File: src/rtl/vseq_pkg.sv
// Shared types for the visibility sequencer.
// Assumes a 2-bit per-entry state supplied by the load queue.
package vseq_pkg;
    typedef enum logic [1:0] {
        ST_PLAIN    = 2'd0,
        ST_PUBLISH  = 2'd1,
        ST_CONFIRM  = 2'd2,
        ST_COMPLETE = 2'd3
    } ld_state_e;
endpackage

File: src/rtl/vseq_line_cmp.sv
// Masked line comparator: reports a match when every byte whose mask bit is
// set agrees between the buffered line and the returned line.
// Assumes byte b occupies bits [8b+7:8b] of each line.
module vseq_line_cmp #(
    parameter int LINE_BYTES = 8
) (
    input  logic [LINE_BYTES*8-1:0] buf_line,
    input  logic [LINE_BYTES-1:0]   buf_mask,
    input  logic [LINE_BYTES*8-1:0] ret_line,
    output logic                    lines_match
);
    logic [LINE_BYTES-1:0] byte_diff;

    // One difference flag per byte lane, gated by the read mask.
    for (genvar b = 0; b < LINE_BYTES; b++) begin : g_lane
        assign byte_diff[b] = buf_mask[b] && (buf_line[b*8 +: 8] != ret_line[b*8 +: 8]);
    end

    assign lines_match = ~|byte_diff;
endmodule

File: src/rtl/vseq_order.sv
// Program-order scan pointer. Advances one slot per accepted step and
// rewinds to a squashed slot. Also produces the mask of slots at or younger
// than the rewind slot. Assumes head_ptr resets to zero and never passes the
// scan pointer (the retirement hold guarantees this).
module vseq_order #(
    parameter int N_ENTRIES = 8,
    localparam int IW = $clog2(N_ENTRIES),
    localparam int PW = IW + 1
) (
    input  logic                 clk,
    input  logic                 rst_n,
    input  logic [PW-1:0]        head_ptr,
    input  logic                 advance,
    input  logic                 rewind_en,
    input  logic [IW-1:0]        rewind_idx,
    output logic [PW-1:0]        seq_ptr,
    output logic                 seq_full,
    output logic [N_ENTRIES-1:0] younger_mask
);
    logic [IW-1:0] head_idx;
    logic [IW-1:0] rw_age;

    assign head_idx = head_ptr[IW-1:0];
    assign rw_age   = rewind_idx - head_idx;
    assign seq_full = (seq_ptr - head_ptr) == PW'(N_ENTRIES);

    // Per-slot age compare against the rewind slot.
    for (genvar g = 0; g < N_ENTRIES; g++) begin : g_age
        assign younger_mask[g] = (IW'(g) - head_idx) >= rw_age;
    end

    // Scan pointer update: rewind has priority over a step.
    always_ff @(posedge clk) begin
        if (!rst_n)
            seq_ptr <= '0;
        else if (rewind_en)
            seq_ptr <= head_ptr + {1'b0, rw_age};
        else if (advance)
            seq_ptr <= seq_ptr + PW'(1);
    end

    // the scan never runs more than one full queue ahead of the head.
    assert_scan_window_R3: assert property (@(posedge clk) disable iff (!rst_n)
        (PW'(seq_ptr - head_ptr) <= PW'(N_ENTRIES)));

    // after a rewind the scan sits on the squashed slot.
    assert_rewind_target_R9: assert property (@(posedge clk) disable iff (!rst_n)
        rewind_en |=> (seq_ptr[IW-1:0] == $past(rewind_idx)));
endmodule

File: src/rtl/vseq_track.sv
// Outstanding-request tracker: one in-flight flag and one kind flag
// (1 = confirm) per entry. A flush clears the flags of a set of entries.
// Assumes at most one set and one clear per cycle.
module vseq_track #(
    parameter int N_ENTRIES = 8,
    localparam int IW = $clog2(N_ENTRIES)
) (
    input  logic                 clk,
    input  logic                 rst_n,
    input  logic                 set_en,
    input  logic [IW-1:0]        set_idx,
    input  logic                 set_kind,
    input  logic                 clr_en,
    input  logic [IW-1:0]        clr_idx,
    input  logic                 flush_en,
    input  logic [N_ENTRIES-1:0] flush_mask,
    output logic [N_ENTRIES-1:0] inflight,
    output logic [N_ENTRIES-1:0] kind
);
    // Flag update per entry: flush, then completion, then new issue.
    always_ff @(posedge clk) begin
        if (!rst_n) begin
            inflight <= '0;
            kind     <= '0;
        end else begin
            for (int i = 0; i < N_ENTRIES; i++) begin
                if (flush_en && flush_mask[i])
                    inflight[i] <= 1'b0;
                else if (clr_en && (clr_idx == IW'(i)))
                    inflight[i] <= 1'b0;
                else if (set_en && (set_idx == IW'(i))) begin
                    inflight[i] <= 1'b1;
                    kind[i]     <= set_kind;
                end
            end
        end
    end

    // an entry is never issued again while its request is outstanding.
    assert_no_reissue_R5: assert property (@(posedge clk) disable iff (!rst_n)
        set_en |-> !inflight[set_idx]);
endmodule

File: src/rtl/visibility_sequencer.sv
// Top of the visibility sequencer. Scans load-queue entries in program
// order and issues publish or confirm re-loads. Checks confirm responses
// under the byte mask and reports completion or squash. Assumes the load
// queue marks entries complete on done_valid and invalidates the squashed
// entry and all younger ones at the edge where squash_valid is high.
module visibility_sequencer
    import vseq_pkg::*;
#(
    parameter int N_ENTRIES  = 8,
    parameter int LINE_BYTES = 8,
    localparam int IW = $clog2(N_ENTRIES),
    localparam int PW = IW + 1,
    localparam int LW = LINE_BYTES * 8
) (
    input  logic                            clk,
    input  logic                            rst_n,
    input  logic [PW-1:0]                   head_ptr,
    input  logic [N_ENTRIES-1:0]            ent_valid,
    input  logic [N_ENTRIES-1:0]            ent_filled,
    input  logic [N_ENTRIES-1:0]            ent_vis,
    input  logic [2*N_ENTRIES-1:0]          ent_state,
    input  logic [N_ENTRIES*LW-1:0]         ent_line,
    input  logic [N_ENTRIES*LINE_BYTES-1:0] ent_mask,
    output logic                            req_valid,
    input  logic                            req_ready,
    output logic [IW-1:0]                   req_idx,
    output logic                            req_validate,
    input  logic                            rsp_valid,
    input  logic [IW-1:0]                   rsp_idx,
    input  logic [LW-1:0]                   rsp_line,
    output logic                            done_valid,
    output logic [IW-1:0]                   done_idx,
    output logic                            squash_valid,
    output logic [IW-1:0]                   squash_idx,
    output logic                            hold_retire
);
    logic [PW-1:0]        seq_ptr;
    logic                 seq_full;
    logic [N_ENTRIES-1:0] younger_mask;
    logic [N_ENTRIES-1:0] inflight;
    logic [N_ENTRIES-1:0] kind;
    logic [IW-1:0]        seq_idx;
    logic [IW-1:0]        head_idx;
    ld_state_e            cur_state;
    logic                 have_entry;
    logic                 needs_txn;
    logic                 rsp_hit;
    logic                 lines_match;
    logic                 fire;
    logic                 skip;

    assign seq_idx  = seq_ptr[IW-1:0];
    assign head_idx = head_ptr[IW-1:0];

    // State of the entry under the scan pointer.
    assign cur_state  = ld_state_e'(ent_state[{seq_idx, 1'b0} +: 2]);
    assign have_entry = !seq_full && ent_valid[seq_idx];
    assign needs_txn  = (cur_state == ST_PUBLISH) || (cur_state == ST_CONFIRM);

    // Response classification: live hit, then masked compare for confirms.
    assign rsp_hit      = rsp_valid && inflight[rsp_idx];
    assign squash_valid = rsp_hit && kind[rsp_idx] && !lines_match;
    assign squash_idx   = rsp_idx;
    assign done_valid   = rsp_hit && !squash_valid;
    assign done_idx     = rsp_idx;

    // Request side: only the scan-pointer entry may issue, never during a squash.
    assign req_valid    = have_entry && needs_txn && ent_filled[seq_idx]
                          && ent_vis[seq_idx] && !squash_valid;
    assign req_idx      = seq_idx;
    assign req_validate = (cur_state == ST_CONFIRM);
    assign fire         = req_valid && req_ready;
    assign skip         = have_entry && !needs_txn && !squash_valid;

    // Retirement hold: head not yet scanned, or head still outstanding.
    assign hold_retire = ent_valid[head_idx] && ((seq_ptr == head_ptr) || inflight[head_idx]);

    vseq_line_cmp #(.LINE_BYTES(LINE_BYTES)) u_cmp (
        .buf_line    (ent_line[int'(rsp_idx)*LW +: LW]),
        .buf_mask    (ent_mask[int'(rsp_idx)*LINE_BYTES +: LINE_BYTES]),
        .ret_line    (rsp_line),
        .lines_match (lines_match)
    );

    vseq_order #(.N_ENTRIES(N_ENTRIES)) u_order (
        .clk          (clk),
        .rst_n        (rst_n),
        .head_ptr     (head_ptr),
        .advance      (fire || skip),
        .rewind_en    (squash_valid),
        .rewind_idx   (rsp_idx),
        .seq_ptr      (seq_ptr),
        .seq_full     (seq_full),
        .younger_mask (younger_mask)
    );

    vseq_track #(.N_ENTRIES(N_ENTRIES)) u_track (
        .clk        (clk),
        .rst_n      (rst_n),
        .set_en     (fire),
        .set_idx    (seq_idx),
        .set_kind   (req_validate),
        .clr_en     (done_valid),
        .clr_idx    (rsp_idx),
        .flush_en   (squash_valid),
        .flush_mask (younger_mask),
        .inflight   (inflight),
        .kind       (kind)
    );

    // a squash leaves nothing outstanding for the squashed entry.
    assert_squash_clears_R9: assert property (@(posedge clk) disable iff (!rst_n)
        squash_valid |=> !inflight[$past(squash_idx)]);

    // a completed entry is no longer outstanding afterwards.
    assert_done_retires_R6: assert property (@(posedge clk) disable iff (!rst_n)
        done_valid |=> !inflight[$past(done_idx)]);

    // a response with no outstanding request has no effect.
    assert_stale_ignored_R11: assert property (@(posedge clk) disable iff (!rst_n)
        (rsp_valid && !inflight[rsp_idx]) |-> (!done_valid && !squash_valid));

    // an outstanding head entry is always held.
    assert_head_hold_R10: assert property (@(posedge clk) disable iff (!rst_n)
        (ent_valid[head_idx] && inflight[head_idx]) |-> hold_retire);
endmodule

File: config.mk
export PLATFORM = sky130hd
export DESIGN_NAME = visibility_sequencer
export DESIGN_NICKNAME = d
export VERILOG_FILES = /design/src/rtl/vseq_pkg.sv /design/src/rtl/vseq_line_cmp.sv /design/src/rtl/vseq_order.sv /design/src/rtl/vseq_track.sv /design/src/rtl/visibility_sequencer.sv
export SDC_FILE = /design/constraint.sdc
export NUM_CORES = 1
export LEC_CHECK = 0
export ABC_AREA = 1
export BUFFER_PORTS_ARGS = -buffer_cell sky130_fd_sc_hd__buf_2
export CAP_MARGIN = 20
export CORE_AREA = 2 2 273 275
export CTS_CLUSTER_SIZE = 16
export DETAILED_ROUTE_END_ITERATION = 8
export DIE_AREA = 0 0 275 277
export PLACE_DENSITY = 0.42
export SLEW_MARGIN = 20
export SYNTH_ARGS = -nofsm -noshare
export SYNTH_HDL_FRONTEND = slang
export SYNTH_SLANG_ARGS = --single-unit
File: constraint.sdc
create_clock -name clk -period 3 [get_ports clk]
set_input_delay 0 -clock clk [delete_from_list [all_inputs] [get_ports clk]]
set_output_delay 0 -clock clk [all_outputs]
set_load 0.03 [all_outputs]
==> out/metrics.cfg, run 1 <==
[synthesis]
synth_enable_flop_cells = 0
synthAdderAreaFrac = 0.0401
ys_seq_area_frac = 0.0411
postSynthAreaPerCell_um2 = 4.54
synth.ff_latch_count = 20
synth-xor-area-share = 0.00809
yosys.cell_count.top_type = sky130_fd_sc_hd__nand2_1
synth.top_cells.by_count = 1,203 x sky130_fd_sc_hd__nand2_1, 187 x sky130_fd_sc_hd__nand3_1, 177 x sky130_fd_sc_hd__inv_1, 144 x sky130_fd_sc_hd__nor2_1, 65 x sky130_fd_sc_hd__nand4_1
ys.flop_type = sky130_fd_sc_hd__dfxtp_1
synth_top_family_by_area = simple AND/OR/NAND/NOR gates
synth_compound_gate_area_share = 0.0765
synthTopCellsByArea = sky130_fd_sc_hd__nand2_1 46%, sky130_fd_sc_hd__nand3_1 9.6%, sky130_fd_sc_hd__inv_1 6.8%
synth.top_cell.area_share = 0.463
ys_types = 42
syn_area_um2 = 9740
synth.largest_area_cell = sky130_fd_sc_hd__nand2_1
yosysWarnings = 0
yosys.area_share.simple = 0.687
post_synth_mux_area_share = 0
synth_async_sr_flop_share = 0
number_of_standard_cells_after_synthesis = 2146
total_nets_after_synthesis = 2867

[drt]
drt-initial-drc-count = 1019
route.vias.total = 16100
drt_first_pass_iters = 6
finalWirelength_mm = 75.1
drt.antenna.violating_nets = 0
avgViaCountPerCell = 4.19
detail_route.wl_per_cell_um = 19.6
residual_drc_count = 0

[critical_path]
cp_slowest_cell = sky130_fd_sc_hd__dfxtp_1
critPathRequiredTime_ns = 3.00
reg2reg_slack_ns = 0.39
setup.worst_path.start_class = flop
delay_contributed_by_the_slowest_stage_of_the_critical_path_ns = 0.49
critical_path.endpoint_type = output pin
worst-setup-path-type = reg -> out
critical_path.startpoint = u_order.seq_ptr[1]
reg2reg_from = u_order.seq_ptr[1]
logic_depth_of_the_worst_register_to_register_path = 12
endpoint_of_the_worst_register_to_register_path = u_order.seq_ptr[1]
timing.critical_path.fanout_max = 10
crit_arrival_ns = 2.75
path_cells = clkinvlp_4, o21ai_0, o22ai_1, o21ai_0, ha_1, a211oi_1, buf_4, a21boi_1, buf_4, buf_2

[power_and_ir_drop]
post-layout-total-power_uw = 3570
total_switching_power_uw = 1880
combinationalPowerShare = 0.799
switching_share = 0.527
power_per_cell_area_nw_per_um2 = 232
power.static_leakage_uw = 0.00919
pwr-share-clk = 0.111
irDropWorstVdd_uv = 336
power_frac_seq = 0.091
internal-power_uw = 1690

[hold_path]
hold-path-cell-count = 3
hold_class = in -> reg
worst_hold_startpoint = req_ready
min_delay_worst_endpoint = u_track.inflight[0]

[clock_tree]
cts_inserted_buffers = 3
clk_pin_slew_worst_paths_ns = 0.07
clkSinkCount = 20
tritoncts = done
cts-htree-levels = 1
cts.hold.buffers_added = 0
clock_insertion_delay_worst_skew_ns = 0.27
clockRootBuffer = sky130_fd_sc_hd__clkbuf_16
cts-root-to-sink-buffers = 2

[timing]
fmax_mhz = 364
timing.max_slew.rel_slack = 0.633
post-route-period-util = 0.916
finalHoldViolCount = 0
worst_slew_pin_tran_ns = 0.550
setup_viol_count_final = 0
layout_min_cycle_time_ns = 2.75
timing_max_transition_violations_final = 0
fin_skew_ns = 0.0112

[floorplan]
dieWidth_um = 275
fp.dieArea_um2 = 76200
initial_utilization = 0.132
core_region_area_um2 = 73600
fp.dieH_um = 277
placement_rows = 100
ios = 705

[global_route]
grt_use_total = 0.183
wire_length_of_the_first_global_routing_pass_mm = 102
antenna_found_initial = 37
pin_count_of_the_biggest_net_entering_global_routing = 50
via_count_of_the_first_global_routing_pass = 15300
leftover_overflow_at_the_end_of_global_routing = 0

[placed_design]
dp.final_hpwl_mm = 63.3
place_congestion = 0.901
io_buffers = 704
placed_inst_area_um2 = 15000

[final_layout]
finish.instance_area_um2 = 15400
final_net_count = 3584
layout-drive-gt1-share = 0.304
area.growth.synth_to_final_pct = 58.0

[flow_run]
drv_cap = 0

[run_status]
run_status = completed

==> per-layer routing <==
metal / up-vias / track usage / part of all wire
met5: - / 0 / 0.0016
met4: 22 / 0.0326 / 0.016
met3: 101 / 0.0278 / 0.067
met2: 682 / 0.337 / 0.50
met1: 7136 / 0.224 / 0.42
li1: 8129 / - / -
==> per-stage QoR <==
| stage | setup WS, ns | util | instances | setup TNS, ns | hold slack [ns] |
|---|---|---|---|---|---|
| after floorplan | 0.107 | - | 2146 | 0 | 0.132 |
| after global placement | -0.155 | 0.204 | 3817 | -1.11 | 0.359 |
| after detailed placement | -0.153 | 0.204 | 3817 | -1.33 | 0.374 |
| after CTS | 0.00737 | 0.206 | 3821 | 0 | 0.138 |
| after global routing | -0.00204 | 0.209 | 3836 | -0.00204 | 0.157 |
| final | 0.251 | 0.209 | 3837 | 0 | 0.140 |
==> layout make-up <==
type	count	area (um2)
Fill cell	8801	58200
Multi-Input combinational cell	1814	7960
Timing Repair Buffer	839	4980
Tap cell	969	1210
Inverter	185	711
Sequential cell	20	400
Clock buffer	3	75.1
Clock inverter	1	30.0
Antenna cell	6	15.0
==> kinds of logic (layout without fill, tap and decap cells) <==
logic type | count (synthesis) | count (layout)
adder cells (fa/ha/maj) | 30 | 30
AO/OA/AOI/OAI | 136 | 136
buffers and inverters | 313 | 1028
other | 0 | 6
AND/OR/NAND/NOR | 1638 | 1639
XOR/XNOR | 9 | 9
flip-flops | 20 | 20
==> registers in the layout, summed over array words and instances (netlist names) <==
name,count
u_order.seq_ptr,4
u_track.inflight,8
u_track.kind,8
==> worst max-delay path: cells and delay by family (launching register included) <==
| kind | cells | cell delay, ns |
|---|---|---|
| buf+inv | 4 | 0.83 |
| compound gates | 5 | 0.86 |
| fa+ha+maj | 1 | 0.28 |
| flops | 1 | 0.49 |
==> power by group through the flow <==
stage | sequential, uW | clock, uW | combinational (uW)
2_1_floorplan | 317 | 0 | 1500
3_3_place_gp | 328 | 0 | 2860
3_5_place_dp | 327 | 0 | 2840
4_1_cts | 321 | 397 | 2860
5_1_grt | 327 | 406 | 3200
6_report | 324 | 394 | 2850
==> cell usage in the layout (no fill, tap or decap), types with 20 or more instances in the layout <==
cell type / instances
sky130_fd_sc_hd__o21ai_0: 41
sky130_fd_sc_hd__ha_1: 28
sky130_fd_sc_hd__nand4_1: 65
sky130_fd_sc_hd__a21oi_1: 62
sky130_fd_sc_hd__nand3b_1: 26
sky130_fd_sc_hd__buf_12: 24
sky130_fd_sc_hd__nand3_1: 185
sky130_fd_sc_hd__buf_2: 700
sky130_fd_sc_hd__dfxtp_1: 20
sky130_fd_sc_hd__nor2_1: 140
sky130_fd_sc_hd__inv_1: 176
sky130_fd_sc_hd__buf_4: 103
sky130_fd_sc_hd__nand2_1: 1200
==> what timing repair did <==
| action | 4_1_cts | 5_1_grt |
|---|---|---|
| gates cloned | 0 | 4 |
| gates resized for setup | 3 | 23 |
| buffers inserted | 0 | 6 |
| setup endpoints to repair | 1 | 14 |
| pin swaps | 0 | 3 |
==> worst max-delay path by stage <==
stage	to	slack (ns)	cells after the start
floorplan	u_order.seq_ptr[1]	0.11	13
global placement	u_order.seq_ptr[1]	-0.16	25
detailed placement	u_order.seq_ptr[1]	-0.15	25
CTS	done_valid	0.007	23
global route	req_valid	-0.002	23
finish	req_valid	0.25	10
(Power assumes the default switching activity.)
==> run 2, diff against run 1 <==
==> constraint.sdc (replaced) <==
create_clock -name clk -period 3 [get_ports clk]
set_input_delay 0.45 -clock clk [delete_from_list [all_inputs] [get_ports clk]]
set_output_delay 0.45 -clock clk [all_outputs]
set_load 0.03 [all_outputs]
==> out/metrics.cfg, run 2 (synthesized netlist as in run 1, its figures left out) <==
[run_status]
run_status = finished with violations
violated_checks = negative setup slack

[drt]
avgViaCountPerCell = 4.19
detail_route.wl_per_cell_um = 19.6
drt_first_pass_iters = 6
drt.antenna.violating_nets = 0
drt-initial-drc-count = 881
finalWirelength_mm = 76.6
residual_drc_count = 0
route.vias.total = 16400

[timing]
timing_max_transition_violations_final = 0
worst_slew_pin_tran_ns = 0.588
worst_hold_slack_ns = 0.469
grt_setup_unrepaired = true
fin_skew_ns = 0.00120
post-route-period-util = 1.10
layout_min_cycle_time_ns = 3.30
setup-tns-final_ns = -1.95
finalHoldViolCount = 0
final.setup.worst_slack_ns = -0.303
setup_viol_count_final = 15
timing.max_slew.rel_slack = 0.607
fmax_mhz = 303

[floorplan]
fp.dieArea_um2 = 76200
fp.dieH_um = 277
core_region_area_um2 = 73600
placement_rows = 100
initial_utilization = 0.132
dieWidth_um = 275
ios = 705

[final_layout]
most-common-layout-cells = 1,171 x sky130_fd_sc_hd__nand2_1, 698 x sky130_fd_sc_hd__buf_2, 181 x sky130_fd_sc_hd__nand3_1, 172 x sky130_fd_sc_hd__inv_1, 150 x sky130_fd_sc_hd__buf_4
layout_top_registers = u_track.inflight (8), u_track.kind (8), u_order.seq_ptr (4)
leading_cell_type_in_the_layout_fill_and_taps_excluded = sky130_fd_sc_hd__nand2_1
final_net_count = 3657
fin_cells = 3911
area.growth.synth_to_final_pct = 68.7
finish.instance_area_um2 = 16400
layout-drive-gt1-share = 0.339

[critical_path]
crit_arrival_ns = 2.85
cp_slowest_cell = sky130_fd_sc_hd__buf_12
cp_common_cell = sky130_fd_sc_hd__nand2_1
path_cells = buf_16, clkinv_16, nor2_4, buf_12, buf_4, nand2_1, nand4_1, nand3_1, nand2_1, nand2_2, nor2_1, nand2_1, nand2_1, nand2_1, nor2_4, nand2_4, nand2_4, inv_4, nor3_4, buf_6
critPathRequiredTime_ns = 2.55
reg2reg_from = u_order.seq_ptr[0]
critical_path.endpoint_type = output pin
timing.critical_path.buf_inv = 6
timing.critical_path.fanout_max = 8
delay_contributed_by_the_slowest_stage_of_the_critical_path_ns = 0.20
worst-setup-path-type = in -> out
setup.worst_path.start_class = input port
critical_path.startpoint = rsp_idx[0]
timing.critical_path.max_delay_family = simple AND/OR/NAND/NOR gates

[clock_tree]
tritoncts = done
cts_inserted_buffers = 3
cts-root-to-sink-buffers = 2
clk_pin_slew_worst_paths_ns = 0.06
clockRootBuffer = sky130_fd_sc_hd__clkbuf_16
cts-htree-levels = 1
cts.hold.buffers_added = 0
clkSinkCount = 20
clock_insertion_delay_worst_skew_ns = 0.26

[placed_design]
io_buffers = 704
dpl_worst_slack_ns = -1.06
dp.final_hpwl_mm = 65.5
placed_inst_area_um2 = 15700
place_congestion = 0.919
placedCellCount = 3883

[power_and_ir_drop]
power.static_leakage_uw = 0.00968
irDropWorstVdd_uv = 248
power_per_cell_area_nw_per_um2 = 226

[global_route]
grt_use_total = 0.189
leftover_overflow_at_the_end_of_global_routing = 0
pin_count_of_the_biggest_net_entering_global_routing = 27
via_count_of_the_first_global_routing_pass = 15900
wire_length_of_the_first_global_routing_pass_mm = 105
antenna_found_initial = 29

[hold_path]
worst_hold_startpoint = u_track.inflight[7]
hold_class = reg -> reg

[flow_run]
drv_cap = 0

## run 2: cell types whose count changed in the layout (fill, tap and decap cells not counted), sizes merged
cell      change
clkinvlp      -1
clkinv        +2
bufbuf        +3
nand2         -1
diode         +2
clkbuf        -1
buf          +71
bufinv        -1
## run 2: timing repair
item / CTS / global route
setup endpoints to repair: 23 / 23
pin swaps: 15 / 25
setup buffers: 7 / 6
cloned: 3 / 3
hold endpoints to repair: 0 / 0
resized for setup: 67 / 47
## run 2: metrics by stage
step	total power [uW]	util
CTS	3720	0.219
global route	4080	0.223
global placement	3340	0.213
floorplan	1830	-
detailed placement	3330	0.213
finish	3720	0.223
## run 2: power breakdown
group	internal [uW]	total, uW	leakage, uW	switching (uW)
combinational	1300	3100	0.00948	1800
sequential	292	327	0.000162	35.0
clock	176	288	0.0000370	111
## run 2: area by class of cell
cell class,instances,area (um2)
Fill cell,8763,57100
Multi-Input combinational cell,1813,8180
Timing Repair Buffer,912,5800
Tap cell,969,1210
Inverter,185,731
Sequential cell,20,400
Clock buffer,3,75.1
Antenna cell,8,20.0
Timing Repair inverter,1,11.3
## run 2: worst register-to-register path, stage by stage (launching register included)
cell,delay (ns)
sky130_fd_sc_hd__dfxtp_1,0.49
sky130_fd_sc_hd__inv_1,0.10
sky130_fd_sc_hd__buf_4,0.18
sky130_fd_sc_hd__ha_1,0.17
sky130_fd_sc_hd__inv_1,0.05
sky130_fd_sc_hd__a21oi_1,0.06
sky130_fd_sc_hd__o21ai_0,0.07
sky130_fd_sc_hd__inv_1,0.05
sky130_fd_sc_hd__o2111ai_1,0.25
sky130_fd_sc_hd__nand2_1,0.13
sky130_fd_sc_hd__a211oi_2,0.31
sky130_fd_sc_hd__buf_4,0.26
sky130_fd_sc_hd__nand3_1,0.09
sky130_fd_sc_hd__nand2_1,0.18
sky130_fd_sc_hd__inv_1,0.10
sky130_fd_sc_hd__nor2_1,0.10
sky130_fd_sc_hd__nor2_1,0.05
## run 2: metal layers
| metal | wire (um) | vias up | GRT usage |
|---|---|---|---|
| met2 | 38600 | 680 | 0.351 |
| li1 | - | 8274 | - |
| met1 | 31200 | 7304 | 0.224 |
| met3 | 5300 | 90 | 0.0315 |
| met5 | 119 | - | 0 |
| met4 | 1370 | 20 | 0.0369 |
## run 2: worst paths after layout
kind,endpoint,slack (ns),depth (start not counted)
hold / removal,u_track.inflight[7],0.47,2
hold reg to reg,u_track.inflight[7],0.47,2
setup reg to reg,u_order.seq_ptr[1],0.27,16
setup / recovery,done_valid,-0.30,20
